--- config.mk ---
export PLATFORM = sky130hd
export DESIGN_NAME = dma_irq_agg
export DESIGN_NICKNAME = d
export VERILOG_FILES = /design/src/rtl/dma_irq_agg_pkg.sv /design/src/rtl/dma_irq_flag_bank.sv /design/src/rtl/dma_irq_chan_decode.sv /design/src/rtl/dma_irq_agg.sv
export SDC_FILE = /design/constraint.sdc
export NUM_CORES = 1
export LEC_CHECK = 0
export BUFFER_PORTS_ARGS = -buffer_cell sky130_fd_sc_hd__buf_2
export CAP_MARGIN = 20
export CORE_MARGIN = 2
export CORE_UTILIZATION = 50
export CTS_BUF_LIST = sky130_fd_sc_hd__clkbuf_4
export DETAILED_ROUTE_END_ITERATION = 10
export PLACE_DENSITY = 0.81
export SLEW_MARGIN = 15
export SYNTH_ARGS = -nofsm -noshare
export SYNTH_HDL_FRONTEND = slang
export SYNTH_SLANG_ARGS = --single-unit
--- constraint.sdc ---
create_clock -name clk -period 3.4 [get_ports clk]
set_input_delay 0.34 -clock clk [delete_from_list [all_inputs] [get_ports clk]]
set_output_delay 0.34 -clock clk [all_outputs]
set_load 0.01 [all_outputs]
--- src/rtl/dma_irq_agg_pkg.sv ---
package dma_irq_agg_pkg;
  localparam logic [31:0] OFS_ADDRMODE = 32'h0000_0034;
  localparam logic [31:0] OFS_STATUS   = 32'h0008_0000;
  localparam logic [31:0] OFS_PENDING  = 32'h0008_0004;
  localparam logic [31:0] OFS_ENABLE   = 32'h0008_0008;
  localparam int unsigned PAIR_SHIFT   = 6;
  localparam int unsigned TX_START     = 'h18;
  localparam int unsigned WIN_END      = 'h30;

  typedef enum logic [2:0] {
    SEL_NONE, SEL_MODE, SEL_STAT, SEL_PEND, SEL_EN
  } reg_sel_e;
endpackage

--- src/rtl/dma_irq_flag_bank.sv ---
module dma_irq_flag_bank #(
  parameter int unsigned NCH = 32
) (
  input  logic           clk,
  input  logic           rst,
  input  logic [NCH-1:0] set_i,
  input  logic [NCH-1:0] clr_i,
  input  logic           en_we,
  input  logic [NCH-1:0] en_wdata,
  output logic [NCH-1:0] stat_o,
  output logic [NCH-1:0] en_o,
  output logic           irq_o
);
  logic [NCH-1:0] stat_q, stat_n, en_q, en_n;
  logic           irq_q;

  genvar gi;
  generate
    for (gi = 0; gi < NCH; gi++) begin : g_bit
      assign stat_n[gi] = (stat_q[gi] & ~clr_i[gi]) | set_i[gi];
    end
  endgenerate

  assign en_n = en_we ? en_wdata : en_q;

  always_ff @(posedge clk) begin
    if (rst) begin
      stat_q <= '0;
      en_q   <= '0;
      irq_q  <= 1'b0;
    end else begin
      stat_q <= stat_n;
      en_q   <= en_n;
      irq_q  <= |(stat_n & en_n);
    end
  end

  assign stat_o = stat_q;
  assign en_o   = en_q;
  assign irq_o  = irq_q;

  generate
    for (gi = 0; gi < NCH; gi++) begin : g_chk
      a_r2_done_sets: assert property (@(posedge clk) disable iff (rst)
        set_i[gi] |=> stat_q[gi]);
      a_r4_set_beats_clear: assert property (@(posedge clk) disable iff (rst)
        (set_i[gi] && clr_i[gi]) |=> stat_q[gi]);
      a_r3_clear_drops: assert property (@(posedge clk) disable iff (rst)
        (clr_i[gi] && !set_i[gi]) |=> !stat_q[gi]);
    end
  endgenerate

  a_r7_mask_keeps_status: assert property (@(posedge clk) disable iff (rst)
    (clr_i == '0) |=> ((stat_q & $past(stat_q)) == $past(stat_q)));
  a_r6_irq_tracks_pending: assert property (@(posedge clk) disable iff (rst)
    irq_q == |(stat_q & en_q));
endmodule

--- src/rtl/dma_irq_chan_decode.sv ---
module dma_irq_chan_decode #(
  parameter int unsigned NCH    = 32,
  parameter int unsigned ADDR_W = 20,
  parameter int unsigned CIW    = (NCH > 1) ? $clog2(NCH) : 1
) (
  input  logic [ADDR_W-1:0] addr_i,
  output logic              hit_o,
  output logic [CIW-1:0]    idx_o,
  output logic              tx_o,
  output logic [4:0]        loff_o
);
  import dma_irq_agg_pkg::*;
  localparam int unsigned PW = ADDR_W - PAIR_SHIFT;

  logic [PW-1:0] pair;
  logic [5:0]    wofs;
  logic          in_win;
  logic [PW:0]   chan_full;

  always_comb begin
    pair      = addr_i[ADDR_W-1:PAIR_SHIFT];
    wofs      = addr_i[PAIR_SHIFT-1:0];
    in_win    = 32'(wofs) < WIN_END;
    tx_o      = in_win && (32'(wofs) >= TX_START);
    chan_full = {pair, tx_o};
    hit_o     = in_win && (32'(chan_full) < NCH);
    idx_o     = CIW'(chan_full);
    loff_o    = tx_o ? 5'(wofs - 6'(TX_START)) : wofs[4:0];
  end

  a_r11_tx_is_odd: assert final (!hit_o || (idx_o[0] == tx_o));
endmodule

--- src/rtl/dma_irq_agg.sv ---
module dma_irq_agg #(
  parameter int unsigned NCH    = 32,
  parameter int unsigned ADDR_W = 20,
  parameter int unsigned CIW    = (NCH > 1) ? $clog2(NCH) : 1
) (
  input  logic              clk,
  input  logic              rst,
  input  logic [ADDR_W-1:0] bus_addr,
  input  logic              bus_wr,
  input  logic [31:0]       bus_wdata,
  input  logic              bus_rd,
  output logic [31:0]       bus_rdata,
  input  logic [NCH-1:0]    done_pulse,
  output logic              irq,
  output logic              addr32_mode,
  output logic              ch_hit,
  output logic [CIW-1:0]    ch_idx,
  output logic              ch_is_tx,
  output logic [4:0]        ch_loff
);
  import dma_irq_agg_pkg::*;

  reg_sel_e       sel;
  logic [NCH-1:0] stat, en, clr;
  logic           mode_q;
  logic [31:0]    rdata_q;

  always_comb begin
    unique case (32'(bus_addr))
      OFS_ADDRMODE: sel = SEL_MODE;
      OFS_STATUS:   sel = SEL_STAT;
      OFS_PENDING:  sel = SEL_PEND;
      OFS_ENABLE:   sel = SEL_EN;
      default:      sel = SEL_NONE;
    endcase
    clr = (bus_wr && sel == SEL_STAT) ? bus_wdata[NCH-1:0] : '0;
  end

  dma_irq_flag_bank #(.NCH(NCH)) u_bank (
    .clk     (clk),
    .rst     (rst),
    .set_i   (done_pulse),
    .clr_i   (clr),
    .en_we   (bus_wr && sel == SEL_EN),
    .en_wdata(bus_wdata[NCH-1:0]),
    .stat_o  (stat),
    .en_o    (en),
    .irq_o   (irq)
  );

  dma_irq_chan_decode #(.NCH(NCH), .ADDR_W(ADDR_W), .CIW(CIW)) u_dec (
    .addr_i(bus_addr),
    .hit_o (ch_hit),
    .idx_o (ch_idx),
    .tx_o  (ch_is_tx),
    .loff_o(ch_loff)
  );

  always_ff @(posedge clk) begin
    if (rst) begin
      mode_q  <= 1'b0;
      rdata_q <= '0;
    end else begin
      if (bus_wr && sel == SEL_MODE) mode_q <= bus_wdata[0];
      if (bus_rd) begin
        unique case (sel)
          SEL_MODE: rdata_q <= {31'b0, mode_q};
          SEL_STAT: rdata_q <= 32'(stat);
          SEL_PEND: rdata_q <= 32'(stat & en);
          SEL_EN:   rdata_q <= 32'(en);
          default:  rdata_q <= '0;
        endcase
      end
    end
  end

  assign bus_rdata   = rdata_q;
  assign addr32_mode = mode_q;

  a_r9_unmapped_zero: assert property (@(posedge clk) disable iff (rst)
    (bus_rd && sel == SEL_NONE) |=> (bus_rdata == 32'b0));
  a_r5_pending_view: assert property (@(posedge clk) disable iff (rst)
    (bus_rd && sel == SEL_PEND) |=> (bus_rdata == 32'($past(stat) & $past(en))));
  a_r10_rdata_holds: assert property (@(posedge clk) disable iff (rst)
    !bus_rd |=> $stable(bus_rdata));
  a_r8_mode_upper_zero: assert property (@(posedge clk) disable iff (rst)
    (bus_rd && sel == SEL_MODE) |=> (bus_rdata[31:1] == 31'b0));
endmodule

[Word level (Yosys, flattened, before mapping)]
Index checks and enable logic that the tools add are counted.
Word-level totals
  register bits: 98
  bits of input ports: 88
  output and inout port bits: 46
Operators by class
  bitwise logic cells: 98
  reduce and logical (&&, ||, !) cells: 6
  multiplexer cells: 5
  $lt $le $gt $ge: 3
  equal/unequal tests: 8
  add/sub/neg operators: 1
Operator list (count)
  $pmux W32 S4: 1
  $and A32 B32 Y32: 2
  $mux W32: 2
  $eq A20 B20 Y1 const B: 3
  $and A1 B1 Y1: 32
  $not A1 Y1: 32
  $or A1 B1 Y1: 32
  $reduce_or A32 Y1: 1
  $eq A20 B6 Y1 const B: 1
  $lt A15 B6 Y1 const B: 1
  $pmux W3 S4: 1
  $eq A3 B2 Y1 const B: 2
  $ge A6 B5 Y1 const B: 1
  $lt A6 B6 Y1 const B: 1
  $logic_and A1 B1 Y1: 5
  $mux W5: 1
  $sub A5 B5 Y5 const B: 1
  $eq A3 B1 Y1 const B: 1
  $eq A3 B3 Y1 const B: 1

[Logic depth before layout (Yosys ltp)]
  depth in word-level cells: 10
  gate-level depth with buffers: 11

[Modules after synthesis]
From an unflattened synthesis, not the netlist that was laid out.
Unflattened totals
  cells, all modules: 515
  area total of the unflattened synthesis: 4581.9 µm²
Modules (own cells, without submodules)
  dma_irq_flag_bank: instances 1, cells an instance 257, sequential area each 1301.2 µm², area each 2356.0 µm²
  dma_irq_agg: instances 1, cells an instance 239, sequential area each 660.6 µm², area each 2093.3 µm²
  dma_irq_chan_decode: instances 1, cells an instance 19, sequential area each 0.0 µm², area each 132.6 µm²

[Least setup slack after synthesis]
OpenSTA, ideal clock, no wires.
  kind: in2reg
  start: in bus_addr[4]
  end: reg u_bank.irq_q, in the netlist u_bank.irq_o
  slack: 0.700 ns
  setup time: 0.133 ns
  arrival: 2.568 ns
  cell stages on the path: 10
  required time: 3.267 ns
  path through: or3b_1 -> buf_2 -> or4b_4 -> buf_6 -> or2_1 -> buf_6 -> o22a_1 -> a2111oi_1 -> and4_1 -> a31oi_1
On the way
  cells in the longest elaborated chain, start to end: 10
  elaborated cells on any way between the ends: 109
  those cells by class: eq/ne (6); mux (3); bitwise (97); reduce/logical (3)
RTL lines
  start: declaration: RTL line dma_irq_agg.sv:8  | input logic [ADDR_W-1:0] bus_addr,
  $eq A20 B20 Y1 or $eq A20 B6 Y1 (tied branches): RTL line dma_irq_agg.sv:29  | unique case (32'(bus_addr))
  $pmux W3 S4 *: RTL line dma_irq_agg.sv:29
  $eq A3 B2 Y1: RTL line dma_irq_agg.sv:36  | clr = (bus_wr && sel == SEL_STAT) ? bus_wdata[NCH-1:0] : '0;
  $logic_and A1 B1 Y1: RTL line dma_irq_agg.sv:36
  $mux W32: RTL line dma_irq_agg.sv:36
  $not A1 Y1: RTL line dma_irq_flag_bank.sv:20  | assign stat_n[gi] = (stat_q[gi] & ~clr_i[gi]) | set_i[gi];
  $and A1 B1 Y1: RTL line dma_irq_flag_bank.sv:20
  $or A1 B1 Y1: RTL line dma_irq_flag_bank.sv:20
  $and A32 B32 Y32 *: RTL line dma_irq_flag_bank.sv:34  | irq_q <= |(stat_n & en_n);
  $reduce_or A32 Y1 *: RTL line dma_irq_flag_bank.sv:34
  end signal: assignment: RTL line dma_irq_flag_bank.sv:34
  end: declaration: RTL line dma_irq_flag_bank.sv:15  | logic irq_q;
Every way passes the cells marked *; elsewhere a longest branch is shown, timed or not.
A chain may end at the register's enable or synchronous reset.

[Final worst setup path]
Ends and elaborated chain as after synthesis.

==> reports/metrics.csv <==
metric,value,unit
crit_required,3740,ps
cp-end-kind,register,
r2r_slack,1890,ps
synth-main-ff-cell,dfxtp_1,
p_total,2010,uW
finalHoldViolCount,0,
synth_top_cell_by_area,dfxtp_1,
syn_to_final_growth,17.4,%
rsz0062_at_grt,false,
crit_slowest_cell,or4b_4,
grt_pass1_wl,20500,um
dieArea,9790,um2
worstHoldEndpoint,u_bank.en_o[18]$_SDFF_PP0_,
cts_setup_buffers,0,
cts_resized,0,
coreArea,8720,um2
cap_violations,0,
grt_pass1_vias,4289,
die_y,98.9,um
place_congestion,0.849,
synth.distinct_cells,38,
synth.area.top_cells,"dfxtp_1 (44%), mux2i_1 (6.9%), nor2_1 (6.7%)",
syn_nets,638,
yosysSeqAreaShare,43.5,%
postSynthAreaPerCell,8.19,um2
die_w,98.9,um
whs,146,ps
place.port_buffers,133,
rows,34,
clkTransAtPathRegs,170,ps
path_buf_inv,2,
min-delay-start,bus_wdata[18],
path_max_fanout,16,
ctsLongestPathBuffers,2,
cts_buffers,9,
avgViaCountPerCell,5.78,
min_period,2690,ps
criticalPathCategory,in2reg,
io_pins,134,
p_leak,0.00228,uW
place_area,5160,um2
finalClockSkew,23.6,ps
grt_usage,25.8,%
tns,0,ps
routed_wl,12600,um
clock_sinks,98,
drt_first_iter_violations,352,
antenna_found_initial,0,
p_per_area,380,nW/um2
cp_top_family,simple AND/OR/NAND/NOR gates,
r2r-end,u_bank.irq_o$_SDFF_PP0_,
synth_common_cells,"dfxtp_1 (98), nor2_1 (81), a21oi_1 (59), nand2_1 (55), clkbuf_1 (35)",
setup_violations,0,
fin_nets,743,
hold_path_class,in2reg,
drive_gt1_share,25.3,%
cp_slowest_stage_delay,700,ps
drc,0,
vias,4439,
dp_hpwl,8780,um
startpoint_type,primary input,
crit_top_cell,o22ai_1,
insertion_delay,460,ps
final_max_slew_viol_count,0,
fill_cells,812,
grt_max_degree,50,
status,"finished, final reports clean",
cts_hold_buf,0,
relSlewSlack,32.5,%
synth_area,4510,um2
crit_arrival,3030,ps
firstDrtPassIters,5,
tightest_slew,1010,ps
yosysWarnings,0,
wl_per_cell,16.4,um
fin_crit_sh,79.3,%
reg2reg_from,u_bank.stat_o[31]$_SDFF_PP0_,
start_util,51.7,%
whs_path_depth,3,
ant_nets,0,
vdd_ir_drop_max,0.000315,V
r2r_cells,5,
yosysMostFrequentCell,dfxtp_1,
max_freq,371,MHz
cts_tree,yes,
async_flop_share,0,%
synth_seq_cells,98,
antenna_cells,0,
synth_edf_count,0,
crit_start,bus_addr[4],
root_buffer,clkbuf_4,
path_cells,"buf_2, or3b_1, or4b_4, or2_1, buf_4, o22ai_1, o22ai_1, nor4_1, a31oi_1",
synth.top_cell.area_share,43.5,%
htree_levels,3,
grt-ovfl-total,0,
design_area,5290,um2
synth_cells,550,
==> metrics by stage <==
step	util, %	worst slack (ps)	instances
floorplan	-	700	550
global placement	59.2	345	752
detailed placement	59.2	266	752
CTS	60.6	765	768
global route	60.6	614	768
finish	60.6	705	768
==> final cells by class <==
cell class	instances	area (um2)	area share [%]
multi-input cells	402	2320	43.9
flip-flops and latches	98	1960	37.1
repair buffers	143	741	14.0
well taps	108	135	2.56
clock buffers	9	67.6	1.28
clock inverters	7	60.1	1.14
inverters	1	3.75	0.0710
==> how the worst max path moves through the flow <==
| stage | endpoint | slack (ps) | depth (start not counted) |
|---|---|---|---|
| after floorplan | u_bank.irq_o$_SDFF_PP0_ | 700 | 10 |
| after global placement | u_bank.irq_o$_SDFF_PP0_ | 350 | 9 |
| after detailed placement | u_bank.irq_o$_SDFF_PP0_ | 270 | 9 |
| after CTS | u_bank.irq_o$_SDFF_PP0_ | 760 | 9 |
| after global routing | u_bank.irq_o$_SDFF_PP0_ | 610 | 9 |
| final | u_bank.irq_o$_SDFF_PP0_ | 710 | 9 |
==> placed cells by master, fill, tap and decap left out, types with 16 or more instances in the layout <==
master	n
nand3_1	18
a22oi_1	16
o22ai_1	24
nand2_1	55
buf_2	133
nand2b_1	32
a21oi_1	59
o21ai_0	17
mux2i_1	31
dfxtp_1	98
a211oi_1	17
nor2_1	81
==> flip-flops by register name, summed over array words and instances (netlist names) <==
name,flops
u_bank.irq_o,1
u_bank.en_o,32
bus_rdata,32
addr32_mode,1
u_bank.stat_o,32
==> logic make-up (layout without fill, tap and decap cells) <==
group                  Yosys count  after routing  share of synthesized area, %
AND/OR/NAND/NOR                214            214                          22.1
AO/OA/AOI/OAI                  153            153                          21.2
flip-flops                      98             98                          43.5
buffers and inverters           50            160                          5.39
multiplexers                    34             34                          7.63
XOR/XNOR                         1              1                         0.194
==> power breakdown <==
group,total (uW),internal [uW],switching (uW)
Sequential,1210,1190,25.9
Clock,585,162,424
Combinational,211,96.1,115
==> metal layers <==
| metal | global-route usage (%) | part of all wire (%) | vias up |
|---|---|---|---|
| met5 | 0 | 0 | - |
| met4 | 6.64 | 1.3 | 0 |
| met1 | 34.5 | 43 | 2081 |
| met2 | 42.7 | 49 | 177 |
| met3 | 5.39 | 7.0 | 20 |
| li1 | - | - | 2161 |
==> worst register-to-register path, stage by stage, from the launching register on <==
cell and delay, ps:
dfxtp_1 360, o32ai_1 150, a21oi_1 80, nor4_1 420, and4_1 300, a31oi_1 100
No activity file was read; power rests on OpenSTA's default activity.
